File: config.mk
export PLATFORM = sky130hd
export DESIGN_NAME = xdom_switch_unit
export DESIGN_NICKNAME = d
export VERILOG_FILES = /design/src/rtl/xdsw_pkg.sv /design/src/rtl/xdsw_entry_store.sv /design/src/rtl/xdsw_match.sv /design/src/rtl/xdsw_ctrl.sv /design/src/rtl/xdom_switch_unit.sv
export SDC_FILE = /design/constraint.sdc
export NUM_CORES = 2
export LEC_CHECK = 0
export BUFFER_PORTS_ARGS = -buffer_cell sky130_fd_sc_hd__buf_4
export CORE_UTILIZATION = 40
export CTS_BUF_LIST = sky130_fd_sc_hd__clkbuf_8
export DETAILED_ROUTE_END_ITERATION = 10
export SYNTH_ARGS = -nofsm -noshare
export SYNTH_HDL_FRONTEND = slang
export SYNTH_SLANG_ARGS = --single-unit
export TNS_END_PERCENT = 30
File: constraint.sdc
create_clock -name clk_i -period 3.6 [get_ports clk_i]
set_input_delay 0.72 -clock clk_i [delete_from_list [all_inputs] [get_ports clk_i]]
set_output_delay 0.72 -clock clk_i [all_outputs]
set_load 0.005 [all_outputs]
File: src/rtl/xdsw_pkg.sv
package xdsw_pkg;
  typedef enum logic [1:0] {
    ST_IDLE    = 2'd0,
    ST_COMPARE = 2'd1,
    ST_UPDATE  = 2'd2,
    ST_REQUEST = 2'd3
  } xdsw_state_e;
endpackage

File: src/rtl/xdsw_entry_store.sv
module xdsw_entry_store #(
  parameter int N_ENT = 8,
  parameter int VA_W  = 32
) (
  input  logic            clk_i,
  input  logic            rst_ni,
  input  logic            flush_i,
  input  logic            fill_valid_i,
  input  logic [VA_W-1:0] fill_dom_i,
  input  logic [VA_W-1:0] fill_va_i,
  input  logic            fill_right_i,
  input  logic [VA_W-1:0] fill_new_i,
  output logic [N_ENT-1:0] valid_o,
  output logic [VA_W-1:0] dom_o   [N_ENT],
  output logic [VA_W-1:0] va_o    [N_ENT],
  output logic [N_ENT-1:0] right_o,
  output logic [VA_W-1:0] new_o   [N_ENT]
);
  localparam int IDX_W = (N_ENT > 1) ? $clog2(N_ENT) : 1;
  localparam logic [IDX_W-1:0] LAST = IDX_W'(N_ENT - 1);

  logic [IDX_W-1:0] ptr_q;

  always_ff @(posedge clk_i or negedge rst_ni) begin
    if (!rst_ni) ptr_q <= '0;
    else if (fill_valid_i && !flush_i) ptr_q <= (ptr_q == LAST) ? '0 : ptr_q + 1'b1;
  end

  for (genvar g = 0; g < N_ENT; g++) begin : g_slot
    always_ff @(posedge clk_i or negedge rst_ni) begin
      if (!rst_ni) begin
        valid_o[g] <= 1'b0;
        right_o[g] <= 1'b0;
        dom_o[g]   <= '0;
        va_o[g]    <= '0;
        new_o[g]   <= '0;
      end else if (flush_i) begin
        valid_o[g] <= 1'b0;
      end else if (fill_valid_i && ptr_q == IDX_W'(g)) begin
        valid_o[g] <= 1'b1;
        right_o[g] <= fill_right_i;
        dom_o[g]   <= fill_dom_i;
        va_o[g]    <= fill_va_i;
        new_o[g]   <= fill_new_i;
      end
    end
  end
endmodule

File: src/rtl/xdsw_match.sv
module xdsw_match #(
  parameter int N_ENT = 8,
  parameter int VA_W  = 32
) (
  input  logic [N_ENT-1:0] valid_i,
  input  logic [VA_W-1:0]  dom_i   [N_ENT],
  input  logic [VA_W-1:0]  va_i    [N_ENT],
  input  logic [N_ENT-1:0] right_i,
  input  logic [VA_W-1:0]  new_i   [N_ENT],
  input  logic [VA_W-1:0]  key_dom_i,
  input  logic [VA_W-1:0]  key_va_i,
  output logic             hit_o,
  output logic             right_o,
  output logic [VA_W-1:0]  new_dom_o
);
  logic [N_ENT-1:0] hit_vec;

  for (genvar g = 0; g < N_ENT; g++) begin : g_cmp
    assign hit_vec[g] = valid_i[g] && (dom_i[g] == key_dom_i) && (va_i[g] == key_va_i);
  end

  // scan downward so the lowest matching slot wins
  always_comb begin
    hit_o     = 1'b0;
    right_o   = 1'b0;
    new_dom_o = '0;
    for (int i = N_ENT - 1; i >= 0; i--) begin
      if (hit_vec[i]) begin
        hit_o     = 1'b1;
        right_o   = right_i[i];
        new_dom_o = new_i[i];
      end
    end
  end
endmodule

File: src/rtl/xdsw_ctrl.sv
module xdsw_ctrl
  import xdsw_pkg::*;
#(
  parameter int VA_W = 32
) (
  input  logic            clk_i,
  input  logic            rst_ni,
  input  logic            ref_valid_i,
  input  logic            ref_nonlocal_i,
  input  logic            ref_carrier_i,
  input  logic [VA_W-1:0] ref_va_i,
  input  logic [VA_W-1:0] carrier_base_i,
  input  logic            base_load_i,
  input  logic [VA_W-1:0] base_val_i,
  input  logic            hit_i,
  input  logic            right_i,
  input  logic [VA_W-1:0] new_dom_i,
  output logic [VA_W-1:0] key_dom_o,
  output logic [VA_W-1:0] key_va_o,
  output logic [VA_W-1:0] gen_base_o,
  output logic            busy_o,
  output logic            miss_o,
  output logic            deny_o,
  output logic            check_req_o,
  output logic [VA_W-1:0] check_va_o
);
  xdsw_state_e     state_q;
  logic [VA_W-1:0] pend_dom_q;
  logic            accept;

  assign accept = (state_q == ST_IDLE) && ref_valid_i && ref_nonlocal_i;

  always_ff @(posedge clk_i or negedge rst_ni) begin
    if (!rst_ni) begin
      state_q    <= ST_IDLE;
      key_dom_o  <= '0;
      key_va_o   <= '0;
      pend_dom_q <= '0;
      gen_base_o <= '0;
    end else begin
      unique case (state_q)
        ST_IDLE: begin
          if (base_load_i) gen_base_o <= base_val_i;
          if (accept) begin
            key_dom_o <= ref_carrier_i ? carrier_base_i : gen_base_o;
            key_va_o  <= ref_va_i;
            state_q   <= ST_COMPARE;
          end
        end
        ST_COMPARE: begin
          pend_dom_q <= new_dom_i;
          state_q    <= (hit_i && right_i) ? ST_UPDATE : ST_IDLE;
        end
        ST_UPDATE: begin
          gen_base_o <= pend_dom_q;
          state_q    <= ST_REQUEST;
        end
        ST_REQUEST: state_q <= ST_IDLE;
        default:    state_q <= ST_IDLE;
      endcase
    end
  end

  assign busy_o      = (state_q != ST_IDLE);
  assign miss_o      = (state_q == ST_COMPARE) && !hit_i;
  assign deny_o      = (state_q == ST_COMPARE) && hit_i && !right_i;
  assign check_req_o = (state_q == ST_REQUEST);
  assign check_va_o  = key_va_o;
endmodule

File: src/rtl/xdom_switch_unit.sv
module xdom_switch_unit #(
  parameter int N_ENT = 8,
  parameter int VA_W  = 32
) (
  input  logic            clk_i,
  input  logic            rst_ni,
  input  logic            flush_i,
  input  logic            fill_valid_i,
  input  logic [VA_W-1:0] fill_dom_i,
  input  logic [VA_W-1:0] fill_entry_va_i,
  input  logic            fill_switch_ok_i,
  input  logic [VA_W-1:0] fill_new_dom_i,
  input  logic            ref_valid_i,
  input  logic            ref_nonlocal_i,
  input  logic            ref_carrier_i,
  input  logic [VA_W-1:0] ref_va_i,
  input  logic [VA_W-1:0] carrier_base_i,
  input  logic            base_load_i,
  input  logic [VA_W-1:0] base_val_i,
  output logic [VA_W-1:0] gen_base_o,
  output logic            busy_o,
  output logic            miss_o,
  output logic            deny_o,
  output logic            check_req_o,
  output logic [VA_W-1:0] check_va_o
);
  logic [N_ENT-1:0] ent_valid, ent_right;
  logic [VA_W-1:0]  ent_dom [N_ENT];
  logic [VA_W-1:0]  ent_va  [N_ENT];
  logic [VA_W-1:0]  ent_new [N_ENT];
  logic [VA_W-1:0]  key_dom, key_va, new_dom;
  logic             hit, right;

  xdsw_entry_store #(.N_ENT(N_ENT), .VA_W(VA_W)) u_store (
    .clk_i        (clk_i),
    .rst_ni       (rst_ni),
    .flush_i      (flush_i),
    .fill_valid_i (fill_valid_i),
    .fill_dom_i   (fill_dom_i),
    .fill_va_i    (fill_entry_va_i),
    .fill_right_i (fill_switch_ok_i),
    .fill_new_i   (fill_new_dom_i),
    .valid_o      (ent_valid),
    .dom_o        (ent_dom),
    .va_o         (ent_va),
    .right_o      (ent_right),
    .new_o        (ent_new)
  );

  xdsw_match #(.N_ENT(N_ENT), .VA_W(VA_W)) u_match (
    .valid_i   (ent_valid),
    .dom_i     (ent_dom),
    .va_i      (ent_va),
    .right_i   (ent_right),
    .new_i     (ent_new),
    .key_dom_i (key_dom),
    .key_va_i  (key_va),
    .hit_o     (hit),
    .right_o   (right),
    .new_dom_o (new_dom)
  );

  xdsw_ctrl #(.VA_W(VA_W)) u_ctrl (
    .clk_i          (clk_i),
    .rst_ni         (rst_ni),
    .ref_valid_i    (ref_valid_i),
    .ref_nonlocal_i (ref_nonlocal_i),
    .ref_carrier_i  (ref_carrier_i),
    .ref_va_i       (ref_va_i),
    .carrier_base_i (carrier_base_i),
    .base_load_i    (base_load_i),
    .base_val_i     (base_val_i),
    .hit_i          (hit),
    .right_i        (right),
    .new_dom_i      (new_dom),
    .key_dom_o      (key_dom),
    .key_va_o       (key_va),
    .gen_base_o     (gen_base_o),
    .busy_o         (busy_o),
    .miss_o         (miss_o),
    .deny_o         (deny_o),
    .check_req_o    (check_req_o),
    .check_va_o     (check_va_o)
  );
endmodule

Word level (Yosys, flattened, before mapping) --
Cells that the tools add are included.
Word-level totals: word-level logic and storage cells 179, output and inout port bits 68, bits of input ports 201, register bits 917
Operators by class: mux-type cells 47, eq/ne operators 28, add/sub/neg operators 1, bitwise logic cells 1, reduce and logical (&&, ||, !) cells 56
Operators with widths (count):
- $eq A32 B32 Y1 | 16
- $mux W32 | 10
- $pmux W32 S2 | 1
- $mux W1 | 32
- $logic_and A1 B1 Y1 | 31
- $reduce_and A2 Y1 | 10
- $reduce_bool A2 Y1 | 10
- $eq A3 B3 Y1 const B | 4
- $pmux W2 S4 | 1
- $eq A3 B2 Y1 const B | 2
- $eq A2 B2 Y1 const B | 2
- $mux W2 | 2
- $add A3 B1 Y3 const B | 1
- $eq A3 B1 Y1 const B | 1
- $logic_not A1 Y1 | 3
- $logic_not A3 Y1 | 1
- $mux W3 | 1
- $eq A2 B1 Y1 const B | 1
- $logic_not A2 Y1 | 1
- $ne A2 B1 Y1 const B | 1
- $ne A2 B2 Y1 const B | 1
- $not A1 Y1 | 1

Depth between registers and ports, before layout --
depth after elaboration 14, depth in mapped cells 12, mapped depth without buffers 9

Cells and area by module --
Synthesis repeated with hierarchy kept, for this count alone.
Second synthesis, totals: cell total of the unflattened synthesis 3619, area, all modules 45364.8 um^2
Modules (own cells, without submodules):
- xdsw_entry_store | cells each 1692, instances 1, area an instance 29728.5 um^2, sequential area each 19693.9 um^2
- xdsw_match | cells each 1425, instances 1, area an instance 9704.3 um^2, sequential area each 0.0 um^2
- xdsw_ctrl | cells each 502, instances 1, area an instance 5931.9 um^2, sequential area each 3253.1 um^2

Worst setup path before layout --
Ideal clock, no wire load.
kind register -> output, start point register u_ctrl.key_va_o[22] (netlist: u_ctrl.check_va_o[22]), end point output port deny_o, arrival time 2.649 ns, setup slack 0.231 ns, data required time 2.880 ns, stages on the path, launching flop included 10, path buffers 1, cell sequence dfrtp_1 -> clkbuf_1 -> inv_1 -> a2111o_1 -> nor4_1 -> nand4_1 -> nor2_1 -> mux2_2 -> o31ai_1 -> nor2b_1
On the way: longest elaborated chain between the ends 12, elaborated cells on any way between the ends 35, classes of those cells 8 x eq/ne; 16 x mux; 11 x reduce/logical
RTL lines:
- start: declaration | RTL line xdsw_ctrl.sv:19 | output logic [VA_W-1:0] key_va_o,
- start signal: assignment | RTL line xdsw_ctrl.sv:46 | key_va_o <= ref_va_i;
- $eq A32 B32 Y1 | RTL line xdsw_match.sv:19 | assign hit_vec[g] = valid_i[g] && (dom_i[g] == key_dom_i) && (va_i[g] == key_va_i);
- $logic_and A1 B1 Y1 | RTL line xdsw_match.sv:19
- $mux W1 (8 in series) | RTL line xdsw_match.sv:28 | if (hit_vec[i]) begin
- $logic_and A1 B1 Y1 / $logic_not A1 Y1 (equally long branches) | RTL line xdsw_ctrl.sv:66 | assign deny_o = (state_q == ST_COMPARE) && hit_i && !right_i;
- $logic_and A1 B1 Y1 (*) | RTL line xdsw_ctrl.sv:66
- end: declaration | RTL line xdom_switch_unit.sv:23 | output logic deny_o,
Every way passes the cells marked *; elsewhere a longest branch is shown, timed or not.

Final worst setup path --
start point register u_ctrl.key_va_o[2] (netlist: u_ctrl.check_va_o[2]), end point output port deny_o
The elaborated chain is that of the path after synthesis.

==> summary.md <==
| Metric | Value |
|---|---|
| Outcome | complete, but fails checks |
| Violations in the final reports | negative setup slack |
| Top-area cell type share of the netlist area | 52.8% |
| Layout-stage area growth over the synthesis result | 25.8% |
| TritonCTS clock tree | yes |
| Signal arrival time at the worst endpoint | between 4 and 5 ns |
| Largest net degree at the start of global routing | approximately 100 |
| Final critical path time including I/O delays and setup | 5.07 ns |
| Minimum hold slack | 0.0623 ns |
| Insertion delay to the later sink of the worst-skew pair | roughly 0.86 ns |
| Summed instance area of the synthesized netlist | around 43000 um^2 |
| Number of cells in the finished layout apart from fillers | ~5800 |
| Number of DRC violations after detailed-routing iteration 0 | 2997 |
| Final weighted congestion in routability-driven placement | 1.04 |
| Count of flip-flops with a built-in enable after synthesis | 0 |
| Worst min-delay path category | in2reg |
| Routed wire per std cell | about 31 um |
| Share of post-route cells with drive strength above 1 | approximately 43% |
| Vert. Die Dim | around 330 um |
| Final Setup Violations | 34 |
| Worst slew margin | roughly 27% |
| Detailed-route vias per instance | 5.71 |
| Clock root cell | sky130_fd_sc_hd__clkbuf_8 |
| Count of placed standard cells including taps | about 5500 |
| Maximum fanout encountered on the critical timing path | 2 |
| Core Area | 107000 um^2 |
| Count of warnings emitted by yosys | 0 |
| Clock sink count | between 900 and 1000 |
| Post-Synthesis Cells | between 3000 and 4000 |
| Type of element launching the critical path | flip-flop |
| Combinational group share of total power | between 30 and 40% |
| Power, Total | 43.3 mW |
| Seq/Total Area, Yosys | a little over half |
| Leakage | 24.3 nW |
| Slew at the pin closest to its max-slew limit | roughly 1.1 ns |
| Endpoint type of the worst setup path | output pin |
| Worst path required time | 2.88 ns |
| Number of buffers created by CTS | between 150 and 200 |
| Unrepaired setup endpoints after global routing | yes |
| Clock network fraction of total power | 22.0% |
| Cell accounting for the most synthesized area | sky130_fd_sc_hd__dfrtp_1 |
| Async S/R FF share, synth | 100% |
| First-pass GRT wire length | 256000 um |
| DRC errors left | 0 |
| Flops & latches, synth | 917 |
| Cell Int Power | about 28 mW |
| Clock Pin Slew Worst Setup and Hold Paths | about 0.060 ns |
| Total GRT Usage | around a third |
| Fraction of power consumed by sequential logic | a little over two fifths |
| Fin Clk Skew | approximately 0.060 ns |
| Post-route cell area | 54700 um^2 |
| Dominant cells by area after synthesis | sky130_fd_sc_hd__dfrtp_1 53%, sky130_fd_sc_hd__mux2_2 20%, sky130_fd_sc_hd__xnor2_1 6.5% |
| Prevailing post-synth register cell | sky130_fd_sc_hd__dfrtp_1 |
| Top-level port count | approximately 270 |
| DPL Wire Length | around 130000 um |
| Overall routed net length | roughly 180000 um |
| Antenna Nets Post-Route | 0 |
| Maximum resistive drop on vdd | approximately 0.34 mV |
| Switching pwr | around 15 mW |
| Standard-cell row count | 120 |
| Post-synthesis average cell area | roughly 12 um^2 |
| Post-Route Utilization | between 50% and 60% |
| Final period utilization | 141% |
| Instance area at placement | approximately 51000 um^2 |
| Kind of critical path | reg2out |
| Area of the die | 110000 um^2 |
| Initial antenna violation count | 17 |
| Final hold viol count | 0 |
| Length of the first detailed-routing pass in iterations | 6 |
| Areal power density over the cells | between 700 and 800 nW/um^2 |
| Number of H-tree branching levels | 4 |
| Die outline width | between 300 and 400 um |
| Clock Tree Buf Depth | 3 |
| Switching part of the total | 35.7% |
| Initial core utilization | 40.5% |
| Routed via count | 33100 |
| Vias in the first global route | around 33000 |
| Max-Cap Viols | 0 |
| Syn_nets | between 3000 and 4000 |
| Count of different cell masters after synthesis | 51 |
| Final global-route overflow total | 0 |
| Maximum clock rate | 0.197 GHz |
| Worst path setup slack after routing | -1.47 ns |
| Max-slew violations | 0 |
| Buffers added on ports | approximately 270 |
| Net count reported at finish | approximately 4500 |
==> worst paths after layout <==
kind / start / endpoint / slack [ns] / cells past startpoint
max: u_ctrl.check_va_o[2]$_DFFE_PN0P_ / deny_o / -1.47 / 13
min: ref_va_i[30] / u_ctrl.check_va_o[30]$_DFFE_PN0P_ / 0.06 / 3
max reg2reg: u_ctrl.check_va_o[2]$_DFFE_PN0P_ / u_ctrl.pend_dom_q[3]$_DFFE_PN0N_ / -0.47 / 18
min reg2reg: u_store.valid_o[0]$_DFFE_PN0P_ / u_store.valid_o[0]$_DFFE_PN0P_ / 0.50 / 1
max in group asynchronous: rst_ni / u_store.new_o[108]$_DFFE_PN0P_ / 2.02 / 3
min in group asynchronous: rst_ni / u_store.va_o[215]$_DFFE_PN0P_ / 0.52 / 2
==> per-stage QoR <==
stage	setup TNS [ns]	setup slack (ns)
after CTS	-10.23	-1.42
after global placement	-59.60	-2.21
after global routing	-16.70	-1.47
final	-16.02	-1.47
after floorplan	0	0.231
after detailed placement	-57.16	-2.14
==> placed cells by master, fill, tap and decap left out, drive strengths merged, types with 6 or more instances in the layout <==
cell | netlist | routed
o41ai | 32 | 32
dfrtp | 917 | 917
ha | 6 | 6
a22o | 9 | 9
a222oi | 36 | 36
a21o | 67 | 67
o2bb2ai | 14 | 14
nor3 | 15 | 15
o22ai | 16 | 16
nor4 | 47 | 47
nand2b | 102 | 102
nand4 | 86 | 86
o21ai | 128 | 128
xor2 | 52 | 52
or3 | 37 | 37
a221o | 6 | 6
xnor2 | 321 | 321
mux2i | 32 | 32
clkbuf | 177 | 204
clkinv | 0 | 8
buf | 64 | 799
nor2 | 51 | 51
inv | 66 | 131
o2111ai | 35 | 35
a31oi | 32 | 32
nand3 | 16 | 16
mux2 | 789 | 789
nor2b | 51 | 51
a21oi | 98 | 98
nand2 | 169 | 169
a22oi | 34 | 34
==> registers in the layout, indices dropped and copies added, names as in the netlist, 32 cells and up, named ones only <==
| name | cells |
|---|---|
| u_ctrl.check_va_o | 32 |
| u_ctrl.gen_base_o | 32 |
| u_ctrl.key_dom_o | 32 |
| u_ctrl.pend_dom_q | 32 |
| u_store.dom_o | 256 |
| u_store.new_o | 256 |
| u_store.va_o | 256 |
==> power groups by stage <==
stage	Sequential, mW	Clock, mW	Combinational [mW]
after detailed placement	18.4	0	15.1
after global routing	18.8	10.1	16.0
after global placement	18.3	0	14.9
after CTS	18.3	9.67	15.2
final	18.4	9.54	15.4
after floorplan	16.9	0	8.21
==> synth_stat cells, drive strengths merged, types with 32 or more instances <==
| cell type | n |
|---|---|
| inv | 66 |
| a21oi | 98 |
| a31oi | 32 |
| nor4 | 47 |
| xor2 | 52 |
| o2111ai | 35 |
| a21o | 67 |
| o41ai | 32 |
| a22oi | 34 |
| nand4 | 86 |
| mux2i | 32 |
| xnor2 | 321 |
| buf | 64 |
| nand2b | 102 |
| dfrtp | 917 |
| a222oi | 36 |
| clkbuf | 177 |
| nand2 | 169 |
| mux2 | 789 |
| nor2 | 51 |
| nor2b | 51 |
| or3 | 37 |
| o21ai | 128 |
==> area by class of cell <==
type | count | area, um^2
multi-input cells | 2319 | 19600
diodes | 5 | 12.5
repair buffers | 804 | 6920
clock buffers | 200 | 2750
well taps | 1403 | 1760
clock inverters | 78 | 385
fillers | 9632 | 52700
inverters | 66 | 248
flip-flops and latches | 917 | 23000
==> worst max-delay path, stage by stage, from the launching register on <==
cell and delay (ns):
sky130_fd_sc_hd__dfrtp_1 0.41, sky130_fd_sc_hd__buf_12 0.14, sky130_fd_sc_hd__buf_8 0.11, sky130_fd_sc_hd__xnor2_4 0.24, sky130_fd_sc_hd__nand4_1 0.45, sky130_fd_sc_hd__nor4_4 0.63, sky130_fd_sc_hd__nand3_2 0.12, sky130_fd_sc_hd__buf_6 0.17
sky130_fd_sc_hd__nand4b_1 0.28, sky130_fd_sc_hd__nor2_2 0.16, sky130_fd_sc_hd__a311oi_2 0.05, sky130_fd_sc_hd__o31ai_2 0.32, sky130_fd_sc_hd__nor2b_4 0.27, sky130_fd_sc_hd__buf_6 0.11
==> metal layers <==
metal  vias up  GRT usage [%]  wire length, um
li1      14200              -                -
met1     17200           43.1            75300
met4        20           15.2             9110
met2      1329           52.5            84500
met5         -              0              121
met3       367           6.24            12400
==> timing repair <==
| action | CTS | global route |
|---|---|---|
| hold endpoints to repair | 32 | 0 |
| gates resized for setup | 40 | 17 |
| gates cloned | 4 | 1 |
| setup buffers | 10 | 6 |
| endpoints found under the setup margin | 35 | 34 |
| hold buffers | 1 | 0 |
| pin swaps | 51 | 46 |
==> kinds of logic (layout without fill, tap and decap cells) <==
| family | Yosys count | count (layout) | synth area share [%] |
|---|---|---|---|
| flip-flops | 917 | 917 | 52.8 |
| XOR/XNOR | 373 | 373 | 7.52 |
| AO/OA/AOI/OAI | 528 | 528 | 8.27 |
| other | 0 | 5 | 0 |
| AND/OR/NAND/NOR | 591 | 591 | 7.28 |
| buffers and inverters | 307 | 1148 | 2.75 |
| multiplexers | 821 | 821 | 21.2 |
| adder cells (fa/ha/maj) | 6 | 6 | 0.173 |
Power figures use the tool's default switching activity.
